==> src/rtl/timer_pkg.sv <==
package timer_pkg;
  parameter int TGT_W  = 32;
  parameter int HALF_W = TGT_W / 2;
  parameter int ADDR_W = 3;

  localparam logic [ADDR_W-1:0] ADR_CTRL   = 3'd0;
  localparam logic [ADDR_W-1:0] ADR_TARGET = 3'd1;
  localparam logic [ADDR_W-1:0] ADR_INTCTL = 3'd2;
  localparam logic [ADDR_W-1:0] ADR_COUNT  = 3'd3;
  localparam logic [ADDR_W-1:0] ADR_STATUS = 3'd4;

  typedef enum logic [1:0] {
    ACT_KEEP   = 2'd0,
    ACT_INVERT = 2'd1,
    ACT_HIGH   = 2'd2,
    ACT_LOW    = 2'd3
  } pinAction_e;

  // Configuration strobes handed from control to datapath
  typedef struct packed {
    logic             enable;
    logic             pwmMode;
    logic             loopMode;
    pinAction_e       action;
    logic             initLevel;
    logic [TGT_W-1:0] target;
  } dpCfg_t;
endpackage

==> src/rtl/timer_datapath.sv <==
module timer_datapath
  import timer_pkg::*;
(
  input  logic             clk,
  input  logic             rstN,
  input  logic             tick,
  input  dpCfg_t           cfg,
  output logic             evt,
  output logic [TGT_W-1:0] count,
  output logic             phase,
  output logic             pinOut
);
  logic              done;
  logic [HALF_W-1:0] curLen;
  logic [HALF_W-1:0] lastIdx;
  logic              pwmWrap;
  logic              cntHit;
  logic              actLevel;

  assign curLen  = phase ? cfg.target[TGT_W-1:HALF_W] : cfg.target[HALF_W-1:0];
  assign lastIdx = (curLen == '0) ? '0 : curLen - 1'b1;
  assign pwmWrap = count >= {{(TGT_W-HALF_W){1'b0}}, lastIdx};
  assign cntHit  = !done && (count >= cfg.target);
  assign evt     = cfg.enable && tick && (cfg.pwmMode ? pwmWrap : cntHit);

  always_comb begin
    unique case (cfg.action)
      ACT_KEEP:   actLevel = pinOut;
      ACT_INVERT: actLevel = ~pinOut;
      ACT_HIGH:   actLevel = 1'b1;
      default:    actLevel = 1'b0;
    endcase
  end

  always_ff @(posedge clk) begin
    if (!rstN) begin
      count  <= '0;
      phase  <= 1'b0;
      done   <= 1'b0;
      pinOut <= 1'b0;
    end else if (!cfg.enable) begin
      count  <= '0;
      phase  <= 1'b0;
      done   <= 1'b0;
      pinOut <= cfg.initLevel;
    end else if (tick) begin
      if (cfg.pwmMode) begin
        done <= 1'b0;
        if (pwmWrap) begin
          count  <= '0;
          phase  <= ~phase;
          pinOut <= phase ? cfg.initLevel : ~cfg.initLevel;
        end else begin
          count  <= count + 1'b1;
          pinOut <= phase ? ~cfg.initLevel : cfg.initLevel;
        end
      end else if (cntHit) begin
        pinOut <= actLevel;
        if (cfg.loopMode) count <= '0;
        else              done  <= 1'b1;
      end else if (!done) begin
        count <= count + 1'b1;
      end
    end
  end

  AST_DISABLED_HOLD: assert property (@(posedge clk) disable iff (!rstN)
    !cfg.enable |=> (count == '0) && (phase == 1'b0) && (pinOut == $past(cfg.initLevel)));

  AST_PWM_PHASE_FLIP: assert property (@(posedge clk) disable iff (!rstN)
    (evt && cfg.pwmMode) |=> (phase != $past(phase)));

  AST_SINGLE_HOLDS: assert property (@(posedge clk) disable iff (!rstN)
    (evt && !cfg.pwmMode && !cfg.loopMode && cfg.enable) |=> (count == $past(count)) || !$past(cfg.enable));
endmodule

==> src/rtl/timer_ctrl.sv <==
module timer_ctrl
  import timer_pkg::*;
(
  input  logic              clk,
  input  logic              rstN,
  input  logic              wrEn,
  input  logic              rdEn,
  input  logic [ADDR_W-1:0] addr,
  input  logic [TGT_W-1:0]  wrData,
  input  logic              evt,
  input  logic [TGT_W-1:0]  count,
  input  logic              phase,
  output dpCfg_t            cfg,
  output logic [TGT_W-1:0]  rdData,
  output logic              rdValid,
  output logic              irq
);
  logic             enReg, pwmReg, loopReg, initReg;
  pinAction_e       actReg;
  logic [TGT_W-1:0] targetReg;
  logic             intEn, intMask;
  logic             rawPend, ovfFlag;
  logic             clrPend;
  logic             maskedPend;
  logic [TGT_W-1:0] readMux;

  assign cfg = '{enable: enReg, pwmMode: pwmReg, loopMode: loopReg,
                 action: actReg, initLevel: initReg, target: targetReg};

  assign clrPend    = rdEn && (addr == ADR_COUNT);
  assign maskedPend = rawPend && !intMask;
  assign irq        = maskedPend && intEn;

  always_ff @(posedge clk) begin
    if (!rstN) begin
      enReg     <= 1'b0;
      pwmReg    <= 1'b0;
      loopReg   <= 1'b0;
      actReg    <= ACT_KEEP;
      initReg   <= 1'b0;
      targetReg <= '0;
      intEn     <= 1'b0;
      intMask   <= 1'b0;
    end else if (wrEn) begin
      unique case (addr)
        ADR_CTRL: begin
          enReg   <= wrData[0];
          pwmReg  <= wrData[1];
          loopReg <= wrData[2];
          actReg  <= pinAction_e'(wrData[4:3]);
          initReg <= wrData[5];
        end
        ADR_TARGET: targetReg <= wrData;
        ADR_INTCTL: begin
          intEn   <= wrData[0];
          intMask <= wrData[1];
        end
        default: ;
      endcase
    end
  end

  // Pending and overflow: a same-cycle event beats the clearing read
  always_ff @(posedge clk) begin
    if (!rstN) begin
      rawPend <= 1'b0;
      ovfFlag <= 1'b0;
    end else if (evt) begin
      rawPend <= 1'b1;
      if (clrPend)      ovfFlag <= 1'b0;
      else if (rawPend) ovfFlag <= 1'b1;
    end else if (clrPend) begin
      rawPend <= 1'b0;
      ovfFlag <= 1'b0;
    end
  end

  always_comb begin
    readMux = '0;
    unique case (addr)
      ADR_CTRL:   readMux = {{(TGT_W-6){1'b0}}, initReg, actReg, loopReg, pwmReg, enReg};
      ADR_TARGET: readMux = targetReg;
      ADR_INTCTL: readMux = {{(TGT_W-2){1'b0}}, intMask, intEn};
      ADR_COUNT:  readMux = count;
      ADR_STATUS: readMux = {{(TGT_W-4){1'b0}}, phase, ovfFlag, maskedPend, rawPend};
      default:    readMux = '0;
    endcase
  end

  always_ff @(posedge clk) begin
    if (!rstN) begin
      rdData  <= '0;
      rdValid <= 1'b0;
    end else begin
      rdValid <= rdEn;
      if (rdEn) rdData <= readMux;
    end
  end

  AST_OVF_NEEDS_PEND: assert property (@(posedge clk) disable iff (!rstN)
    $rose(ovfFlag) |-> $past(rawPend));

  AST_READ_CLEARS: assert property (@(posedge clk) disable iff (!rstN)
    (clrPend && !evt) |=> !rawPend && !ovfFlag);

  AST_EVENT_PENDS: assert property (@(posedge clk) disable iff (!rstN)
    evt |=> rawPend);

  AST_IRQ_NEEDS_PEND: assert property (@(posedge clk) disable iff (!rstN)
    irq |-> rawPend && intEn);
endmodule

==> src/rtl/pwm_count_timer.sv <==
module pwm_count_timer
  import timer_pkg::*;
(
  input  logic        clk,
  input  logic        rstN,
  input  logic        tick,
  input  logic        wrEn,
  input  logic        rdEn,
  input  logic [2:0]  addr,
  input  logic [31:0] wrData,
  output logic [31:0] rdData,
  output logic        rdValid,
  output logic        pinOut,
  output logic        irq
);
  dpCfg_t           cfgBus;
  logic             evtStb;
  logic [TGT_W-1:0] countVal;
  logic             phaseVal;

  timer_ctrl u_ctrl (
    .clk    (clk),
    .rstN   (rstN),
    .wrEn   (wrEn),
    .rdEn   (rdEn),
    .addr   (addr),
    .wrData (wrData),
    .evt    (evtStb),
    .count  (countVal),
    .phase  (phaseVal),
    .cfg    (cfgBus),
    .rdData (rdData),
    .rdValid(rdValid),
    .irq    (irq)
  );

  timer_datapath u_dp (
    .clk    (clk),
    .rstN   (rstN),
    .tick   (tick),
    .cfg    (cfgBus),
    .evt    (evtStb),
    .count  (countVal),
    .phase  (phaseVal),
    .pinOut (pinOut)
  );
endmodule

==> config.mk <==
export PLATFORM = sky130hd
export DESIGN_NAME = pwm_count_timer
export DESIGN_NICKNAME = d
export VERILOG_FILES = /design/src/rtl/timer_pkg.sv /design/src/rtl/timer_datapath.sv /design/src/rtl/timer_ctrl.sv /design/src/rtl/pwm_count_timer.sv
export SDC_FILE = /design/constraint.sdc
export NUM_CORES = 1
export LEC_CHECK = 0
export CAP_MARGIN = 20
export CORE_AREA = 2 2 157 113
export CTS_CLUSTER_SIZE = 40
export DETAILED_ROUTE_END_ITERATION = 8
export DIE_AREA = 0 0 159 115
export PLACE_DENSITY_LB_ADDON = 0.08
export SETUP_SLACK_MARGIN = 0.4
export SLEW_MARGIN = 10
export SYNTH_ARGS = -nofsm -noshare
export SYNTH_HDL_FRONTEND = slang
export SYNTH_HIERARCHICAL = 1
export SYNTH_SLANG_ARGS = --single-unit
==> constraint.sdc <==
create_clock -name clk -period 8.7 [get_ports clk]
set_clock_uncertainty 0.05 [all_clocks]
set_input_delay 0.87 -clock clk [delete_from_list [all_inputs] [get_ports clk]]
set_output_delay 0.87 -clock clk [all_outputs]
set_load 0.01 [all_outputs]
==> results of run 1 <==
## logic make-up after synthesis
group,Yosys count,share of synthesized area [%]
AOI/OAI and AO/OA,196,21.11
buffers and inverters,125,7.645
adders and majority gates,54,9.134
DFF,110,29.77
and+or+nand+nor,307,22.63
muxes,59,8.051
xor gates and xnor gates,14,1.658
## registers in the layout, summed over array words and instances (netlist names)
| signal | flops |
|---|---|
| u_ctrl/enReg | 1 |
| u_ctrl/intEn | 1 |
| u_ctrl/pwmReg | 1 |
| u_ctrl/targetReg | 32 |
| u_ctrl/actReg | 2 |
| u_ctrl/rdValid | 1 |
| u_dp/phase | 1 |
| u_ctrl/ovfFlag | 1 |
| u_dp/count | 32 |
| u_ctrl/rawPend | 1 |
| u_dp/done | 1 |
| u_ctrl/initReg | 1 |
| u_ctrl/rdData | 32 |
| u_dp/pinOut | 1 |
| u_ctrl/intMask | 1 |
| u_ctrl/loopReg | 1 |
## Yosys cell counts, types with 8 or more instances
| cell type | count | share of area (%) |
|---|---|---|
| dfxtp_1 | 110 | 30 |
| nand2_1 | 109 | 5.5 |
| inv_1 | 69 | 3.5 |
| mux2i_1 | 55 | 7.4 |
| ha_1 | 54 | 9.1 |
| a211oi_2 | 30 | 5.1 |
| a21boi_1 | 30 | 3.0 |
| and2_1 | 28 | 2.4 |
| nand3_1 | 26 | 1.8 |
| o21ai_0 | 26 | 1.8 |
| o22ai_1 | 26 | 2.2 |
| clkbuf_1 | 24 | 1.2 |
| a21oi_1 | 22 | 1.5 |
| or4_1 | 22 | 2.2 |
| o31ai_1 | 21 | 2.1 |
| nand4_1 | 20 | 1.7 |
| buf_2 | 17 | 1.2 |
| nor2_1 | 15 | 0.76 |
| or3_1 | 14 | 1.2 |
| nor2b_1 | 12 | 1.0 |
| nor3_1 | 11 | 0.74 |
| xnor2_1 | 11 | 1.3 |
| and3_1 | 10 | 0.85 |
| a31oi_1 | 8 | 0.68 |
| buf_4 | 8 | 0.81 |
## final cells by class
class                   count  area (sq um)
well taps                 231         289.0
multi-input cells         630          4644
fillers                  1618          8307
flip-flops and latches    110          2202
repair buffers             86         840.8
inverters                  69         259.0
clock inverters             5         45.04
clock buffers              10         229.0
## placed cells by master (no fill, tap or decap), drive strengths merged, types with 4 or more instances in the layout
cell           instances
dfxtp                110
nand2                110
clkdlybuf4s50         72
inv                   71
mux2i                 55
ha                    54
a211oi                35
a21boi                32
and2                  28
o22ai                 26
nand3                 26
o21ai                 26
a21oi                 22
or4                   22
o31ai                 21
nand4                 20
nor2                  15
or3                   14
buf                   14
nor2b                 13
nor3                  12
xnor2                 11
and3                  10
clkbuf                10
a31oi                  9
nand2b                 7
nor3b                  7
a21o                   6
or2                    6
a2111oi                5
nand3b                 4
mux2                   4
nor4                   4
## where the power goes
group	internal, mW	switching, mW
Combinational	0.0694	0.102
Clock	0.197	0.200
Sequential	0.508	0.00718
## layer usage
| metal | part of all wire [%] | vias up |
|---|---|---|
| met5 | 0 | - |
| met3 | 5.5 | 21 |
| li1 | - | 3198 |
| met1 | 50 | 3218 |
| met2 | 43 | 189 |
| met4 | 1.3 | 0 |
## per-stage QoR
step | power (mW) | instances | util, %
5_1_grt | 1.131 | 1141 | 50.60
2_1_floorplan | 0.6441 | 865 | -
4_1_cts | 1.092 | 1139 | 50.39
6_report | 1.084 | 1141 | 50.60
3_5_place_dp | 0.6942 | 1124 | 48.76
3_3_place_gp | 0.6915 | 1124 | 48.76
## worst max-delay path by stage
stage	start	end	slack, ns	depth (start not counted)
2_1_floorplan	u_dp/phase$_SDFFE_PN0P_	u_dp/count[0]$_SDFFE_PN0P_	4.42	19
3_3_place_gp	u_dp/phase$_SDFFE_PN0P_	u_dp/count[28]$_SDFFE_PN0P_	3.85	15
3_5_place_dp	u_dp/phase$_SDFFE_PN0P_	u_dp/count[28]$_SDFFE_PN0P_	3.68	15
4_1_cts	u_dp/phase$_SDFFE_PN0P_	u_dp/count[29]$_SDFFE_PN0P_	3.65	15
5_1_grt	u_dp/phase$_SDFFE_PN0P_	u_dp/count[29]$_SDFFE_PN0P_	3.34	15
6_report	u_dp/phase$_SDFFE_PN0P_	u_dp/count[29]$_SDFFE_PN0P_	3.61	15
==> impl_metrics.ini, run 1 <==
[cts]
cts_root_buf = clkbuf_16
path_clk_slew_ns = 0.08
cts_setup_buffers = 0
post_cts_resized = 0
cts_tree = built
worst_skew_pair.late_latency_ns = 0.36
clockBufferDepth = 2
cts_max_level = 3
cts_buffers = 9
cts.sinks = 110
postCtsHoldBufs = 0

[timing]
period_needed_ns = 5.093
worstMarginPinSlew_ns = 1.016
hold_viol_final = 0
grt_setup_unrepaired = false
slew-limit-headroom_pct = 32.26
fin_ws_ns = 3.607
hold_ws_ns = 0.4273
finalSetupTns_ns = 0
fmax_mhz = 196.4
drv_slew = 0
setup_viol = 0
period_share_pct = 58.54

[hold_path]
hold_class = flip-flop to flip-flop
hp-start = u_ctrl/rdData[0]$_SDFFE_PN0P_
hold_end = u_ctrl/rdData[0]$_SDFFE_PN0P_
hold_depth = 1

[worst_setup_path]
crit_arrival_ns = 5.24
critPathKind = flip-flop to flip-flop
crit_fanout = 32
r2r_slack_ns = 3.61
max_stage_delay_ns = 0.87
reg2reg_from = u_dp/phase$_SDFFE_PN0P_
required_ns = 8.85
path_buf_inv = 0
cp_top_family = simple AND/OR/NAND/NOR gates
endpoint_kind = flip-flop
crit_chain = nor3_1 > a31oi_1 > or2_2 > nand2b_1 > or2_2 > or4b_1 > and2_1 > ha_1 > nand2b_1 > a21oi_1 > o21ai_0 > a2111oi_4 > nor3b_1 > o21a_2 > a211oi_1
r2r_cells = 15
critPathSlowestCell = o21a_2
rr_endpoint = u_dp/count[29]$_SDFFE_PN0P_
start_kind = flip-flop

[final_layout]
drive_gt1_share_pct = 9.231
layout.nets = 1000
area_delta_synth_final_pct = 15.04
n_antenna_cell = 0
finalInstanceArea_sq_um = 8509

[placement]
dp_hpwl_mm = 16.97
pre_cts_ws_ns = 3.684
place_area_sq_um = 8200
port_buffers = 74
gp_congestion = 0.9901

[global_routing]
grt_usage_pct = 25.11
grt_pass1_wl_mm = 35.75
grt_util_met2_pct = 38.70
grt_max_degree = 78
grt_antenna_before_repair = 0
globalRouteMet1Util_pct = 36.87
top_usage_layer = met2
gr-total-overflow = 0
met3_usage_pct = 3.716
grt_pass1_vias = 6391

[synth]
synth_ff_type = dfxtp_1
synth_enable_flop_cells = 0
netlist_area_sq_um = 7397
async_flop_share_pct = 0
syn_avg_cell_area_sq_um = 8.552
syn_inst = 865
seq_area_frac_synth_pct = 29.77
synth.distinct_cells = 65
syn_nets = 959
ys_seq_elements = 110
yosysWarningCount = 6

[drt]
drtIter0Drc = 451
dr.pass1.iters = 5
ant_nets = 0
route.detailed.drc = 0
viasPerCell = 5.807
via_count = 6626
postRouteWirelength_mm = 22.63
wire_per_inst_um = 19.84

[floorplan]
pin_count = 75
fp.dieH_um = 115
start_util_pct = 43.99
coreArea_sq_um = 16820
die_area_sq_um = 18290
rows = 40
die_w_um = 159

[power]
p_per_area_nw_per_um2 = 127.3
leakage_nw = 2.904
peakVddDrop_uv = 71.82

[job]
drv_cap = 0

[outcome]
status = complete, no violations
Power figures use the tool's default switching activity.
==> run 2, diff against run 1 <==
- clock period: 8.7 -> 4.1 ns (I/O delays scaled with it)
==> run 2 against run 1 <==
Critical path depth up 2. Fmax up 25%. Via count increased by 6.7%. Sequential power rose by 110%. Core utilization is 5.8 points higher. Die area stayed put. Largest power group unchanged. Clock-buffer cell count did not move. Power is 120% higher. Worst hold slack got worse by 0.083 ns. Sequential share of layout area fell by 2.6 points. Highest routed layer is now met5. Cell count grew 5.7%.
==> impl_metrics.ini, run 2 (synthesis results as in run 1) <==
[outcome]
status = complete, no violations

[worst_setup_path]
critPathKind = flip-flop to flip-flop
cpMostUsedCell = or2_4
required_ns = 4.34
endpoint_kind = flip-flop
cp_top_family = simple AND/OR/NAND/NOR gates
r2r_slack_ns = 0.04
r2r_cells = 17
crit_chain = buf_12 > nor3_4 > a31oi_2 > or2_4 > nand2b_4 > or2_4 > or4b_4 > buf_6 > clkbuf_4 > nand2_1 > ha_1 > or2_2 > a41oi_1 > nor3b_2 > o21a_4 > buf_16 > a211oi_4
critPathSlowestCell = or4b_4
reg2reg_from = u_dp/phase$_SDFFE_PN0P_
path_buf_inv = 4
crit_start = u_dp/phase$_SDFFE_PN0P_
rr_endpoint = u_dp/count[19]$_SDFFE_PN0P_
crit_arrival_ns = 4.30
start_kind = flip-flop
max_stage_delay_ns = 0.55
crit_fanout = 6

[drt]
route.detailed.drc = 0
drtIter0Drc = 533
viasPerCell = 5.860
ant_nets = 0
via_count = 7067
wire_per_inst_um = 21.37
dr.pass1.iters = 5
postRouteWirelength_mm = 25.77

[floorplan]
die_w_um = 159
die_area_sq_um = 18290
rows = 40
pin_count = 75
coreArea_sq_um = 16820
start_util_pct = 43.99
fp.dieH_um = 115

[cts]
cts_buffers = 9
worst_skew_pair.late_latency_ns = 0.37
cts.sinks = 110
path_clk_slew_ns = 0.08
cts_tree = built
cts_max_level = 3
cts_root_buf = clkbuf_16
clockBufferDepth = 2

[hold_path]
hp-start = rstN
hold_depth = 3
hold_class = primary input to flip-flop
hold_end = u_dp/pinOut$_SDFFE_PN0P_

[placement]
gp_congestion = 0.9933
dp_hpwl_mm = 19.03
port_buffers = 74

[final_layout]
drive_gt1_share_pct = 19.49
layout_commonest_cell = dfxtp_1
top_regs = u_ctrl/rdData x32, u_ctrl/targetReg x32, u_dp/count x32
mostFrequentLayoutCells = dfxtp_1, nand2_1, clkdlybuf4s50_1, inv_1, buf_4
layout.nets = 1064
n_antenna_cell = 0
area_delta_synth_final_pct = 28.28

[power]
leakage_nw = 3.367
p_total_mw = 2.438
p_per_area_nw_per_um2 = 256.9
peakVddDrop_uv = 161.6

[job]
drv_cap = 0

[global_routing]
grt_pass1_wl_mm = 39.20
grt_antenna_before_repair = 1
grt_max_degree = 78
grt_pass1_vias = 6665
grt_usage_pct = 28.04
gr-total-overflow = 0

[timing]
setup_viol = 0
hold_ws_ns = 0.3438
slew-limit-headroom_pct = 45.29
hold_viol_final = 0
fmax_mhz = 246.1
drv_slew = 0
period_needed_ns = 4.063
grt_setup_unrepaired = true
worstMarginPinSlew_ns = 0.8180
period_share_pct = 99.10
==> run 2: layout make-up <==
| cell class | instances | area [sq um] |
|---|---|---|
| fill | 1564 | 7327 |
| multi-input combinational | 630 | 4989 |
| sequential | 110 | 2206 |
| timing repair buffer | 150 | 1466 |
| tap | 231 | 289.0 |
| inverter | 69 | 259.0 |
| clock buffer | 10 | 229.0 |
| clock inverter | 6 | 51.30 |
==> run 2: report_power, final <==
part	internal (mW)	total [mW]	leakage (nW)	switching, mW
Combinational	0.206	0.467	2.34	0.261
Clock	0.424	0.880	0.139	0.456
Sequential	1.08	1.09	0.888	0.0151
==> run 2: worst max-delay path by stage <==
stage	end	cells after the start
floorplan	u_dp/count[0]$_SDFFE_PN0P_	18
CTS	u_dp/count[31]$_SDFFE_PN0P_	17
global route	u_dp/count[18]$_SDFFE_PN0P_	17
global placement	u_dp/count[6]$_SDFFE_PN0P_	17
finish	u_dp/count[19]$_SDFFE_PN0P_	17
detailed placement	u_dp/count[8]$_SDFFE_PN0P_	17
==> run 2: worst min-delay path, stage by stage <==
cell	delay, ns
buf_2	0.19
inv_1	0.08
a31oi_1	0.04
==> run 2: through the flow <==
step / setup TNS (ns) / std cells / instance area [sq um] / utilization [%] / worst slack (ns)
floorplan: 0 / 865 / 7533 / - / 0.3299
global placement: 0 / 1165 / 8648 / 51.43 / 0.03746
detailed placement: -0.1436 / 1165 / 8648 / 51.43 / -0.03367
CTS: 0 / 1197 / 9179 / 54.58 / 0.1166
global route: -1.226 / 1206 / 9489 / 56.43 / -0.05775
finish: 0 / 1206 / 9489 / 56.43 / 0.03685
==> run 2: what timing repair did <==
action,in CTS,in global routing
setup buffers,12,6
gates resized for setup,18,36
endpoints found under the setup margin,36,36
endpoints found under the hold margin,0,0
hold buffers,0,0
cloned,4,1
pin swaps,9,25
==> run 2: metal layers <==
metal / GRT usage, % / wire length (um)
met1: 41.38 / 12420
met3: 7.468 / 2340
met2: 40.29 / 10500
met5: 0 / 7
met4: 7.091 / 512
==> run 3, diff against run 2 <==
- CORE_AREA: 2 2 157 113 -> 3 3 158 114
- DIE_AREA: 0 0 159 115 -> 0 0 161 117
==> run 3 against run 2 <==
Clock-buffer cell count is the same. Clock power down 3.6%. Die area increased by 3.0%. Routed wire length is 3.9% lower. Power is 2.0% lower. Combinational power shrank 4%. Non-clock buffer count down 6. Critical endpoint is now u_dp/count[23]$_SDFFE_PN0P_. Largest power group unchanged.
==> impl_metrics.ini, run 3 (synthesis results as in run 1) <==
[timing]
slew-limit-headroom_pct = 45.99
finalSetupTns_ns = 0
hold_viol_final = 0
period_needed_ns = 4.075
drv_slew = 0
fmax_mhz = 245.4
setup_viol = 0
worstMarginPinSlew_ns = 0.8027
hold_ws_ns = 0.3431
period_share_pct = 99.38
grt_setup_unrepaired = true

[cts]
cts_root_buf = clkbuf_16
cts_buffers = 9
cts_max_level = 3
clockBufferDepth = 2
path_clk_slew_ns = 0.08
cts.sinks = 110
cts_tree = built
worst_skew_pair.late_latency_ns = 0.36
postCtsHoldBufs = 0

[global_routing]
grt_usage_pct = 26.35
grt_pass1_vias = 6753
gr-total-overflow = 0
grt_antenna_before_repair = 0
grt_pass1_wl_mm = 38.23
grt_max_degree = 78

[power]
p_per_area_nw_per_um2 = 254.1
pwr-share-clk_pct = 35.5
switching_share_pct = 29.08
peakVddDrop_uv = 195.3
p_total_mw = 2.388
leakage_nw = 3.323
switchingPower_uw = 694.6
p_int_mw = 1.694
p_comb_share_pct = 18.8
sequentialPowerShare_pct = 45.7

[final_layout]
n_antenna_cell = 0
drive_gt1_share_pct = 18.29
area_delta_synth_final_pct = 27.05
layout_commonest_cell = dfxtp_1
layout.nets = 1058
top_regs = u_ctrl/rdData x32, u_ctrl/targetReg x32, u_dp/count x32
mostFrequentLayoutCells = dfxtp_1, nand2_1, clkdlybuf4s50_1, inv_1, buf_4

[outcome]
status = complete, no violations

[hold_path]
hp-start = rstN
hold_depth = 3
hold_class = primary input to flip-flop
hold_end = u_dp/pinOut$_SDFFE_PN0P_

[drt]
route.detailed.drc = 0
dr.pass1.iters = 6
drtIter0Drc = 655
wire_per_inst_um = 20.77
postRouteWirelength_mm = 24.78
viasPerCell = 5.866
ant_nets = 0
via_count = 6998

[worst_setup_path]
rr_endpoint = u_dp/count[23]$_SDFFE_PN0P_
crit_arrival_ns = 4.31
required_ns = 4.33
reg2reg_from = u_dp/phase$_SDFFE_PN0P_
crit_fanout = 6
start_kind = flip-flop
r2r_cells = 17
critPathKind = flip-flop to flip-flop
r2r_slack_ns = 0.03
endpoint_kind = flip-flop

[floorplan]
fp.dieH_um = 117
rows = 39
die_area_sq_um = 18840
start_util_pct = 45.12
pin_count = 75
coreArea_sq_um = 16400
die_w_um = 161

[placement]
port_buffers = 74
dp_hpwl_mm = 18.61
gp_congestion = 0.9901

[job]
drv_cap = 0
[run 3: what timing repair did]
action	CTS	global route
buffers inserted	11	4
pin swaps	12	19
setup endpoints to repair	36	36
gates resized for setup	21	25
cloned	2	2
endpoints found under the hold margin	0	0
[run 3: power groups by stage]
stage,Clock (mW),Combinational (mW),Sequential (mW)
floorplan,0,0.271,1.11
global placement,0,0.385,1.12
detailed placement,0,0.394,1.12
CTS,0.866,0.416,1.09
global route,0.911,0.483,1.09
finish,0.848,0.449,1.09
[run 3: stage by stage]
stage	instance area, sq um	util (%)	cells	worst slack [ns]
after floorplan	7533	-	865	0.3299
after global placement	8638	52.69	1157	0.1017
after detailed placement	8638	52.69	1157	-0.04444
after CTS	9135	55.72	1185	0.1191
after global routing	9398	57.32	1193	-0.1056
final	9398	57.32	1193	0.02523
[run 3: final cells by class]
type                            instances  area [sq um]
Clock buffer                           10         229.0
Clock inverter                          5         43.79
Fill cell                            1525          6998
Inverter                               69         259.0
Multi-Input combinational cell        630          4942
Sequential cell                       110          2206
Tap cell                              225         281.5
Timing Repair Buffer                  144          1436
[run 3: worst max path at each step]
stage | start | endpoint | cells past startpoint
after global placement | u_dp/phase$_SDFFE_PN0P_ | u_dp/count[26]$_SDFFE_PN0P_ | 17
final | u_dp/phase$_SDFFE_PN0P_ | u_dp/count[23]$_SDFFE_PN0P_ | 17
after floorplan | u_dp/phase$_SDFFE_PN0P_ | u_dp/count[0]$_SDFFE_PN0P_ | 18
after global routing | u_dp/phase$_SDFFE_PN0P_ | u_ctrl/ovfFlag$_SDFFE_PN0P_ | 19
after detailed placement | u_dp/phase$_SDFFE_PN0P_ | u_dp/count[30]$_SDFFE_PN0P_ | 17
after CTS | u_dp/phase$_SDFFE_PN0P_ | u_dp/count[3]$_SDFFE_PN0P_ | 17
[run 3: layer usage]
metal | routed length [um] | GRT usage (%) | vias up | part of all wire, %
met3 | 2164 | 7.316 | 29 | 8.7
met4 | 360 | 6.819 | 0 | 1.5
met1 | 12100 | 38.38 | 3403 | 49
met2 | 10150 | 38.42 | 248 | 41
li1 | - | - | 3318 | -
met5 | 0 | 0 | - | 0
[run 3: critical path: stages (launching register included)]
cell	delay [ns]
dfxtp_4	0.42
buf_12	0.12
buf_16	0.11
a31oi_2	0.09
or2_4	0.26
nand2b_4	0.14
or2_4	0.23
or4b_4	0.54
nand2_4	0.11
ha_4	0.20
and3_4	0.15
nor4_4	0.20
nand4_1	0.21
a2111oi_4	0.45
nor3b_2	0.11
o21a_4	0.28
clkbuf_16	0.18
a211oi_4	0.15
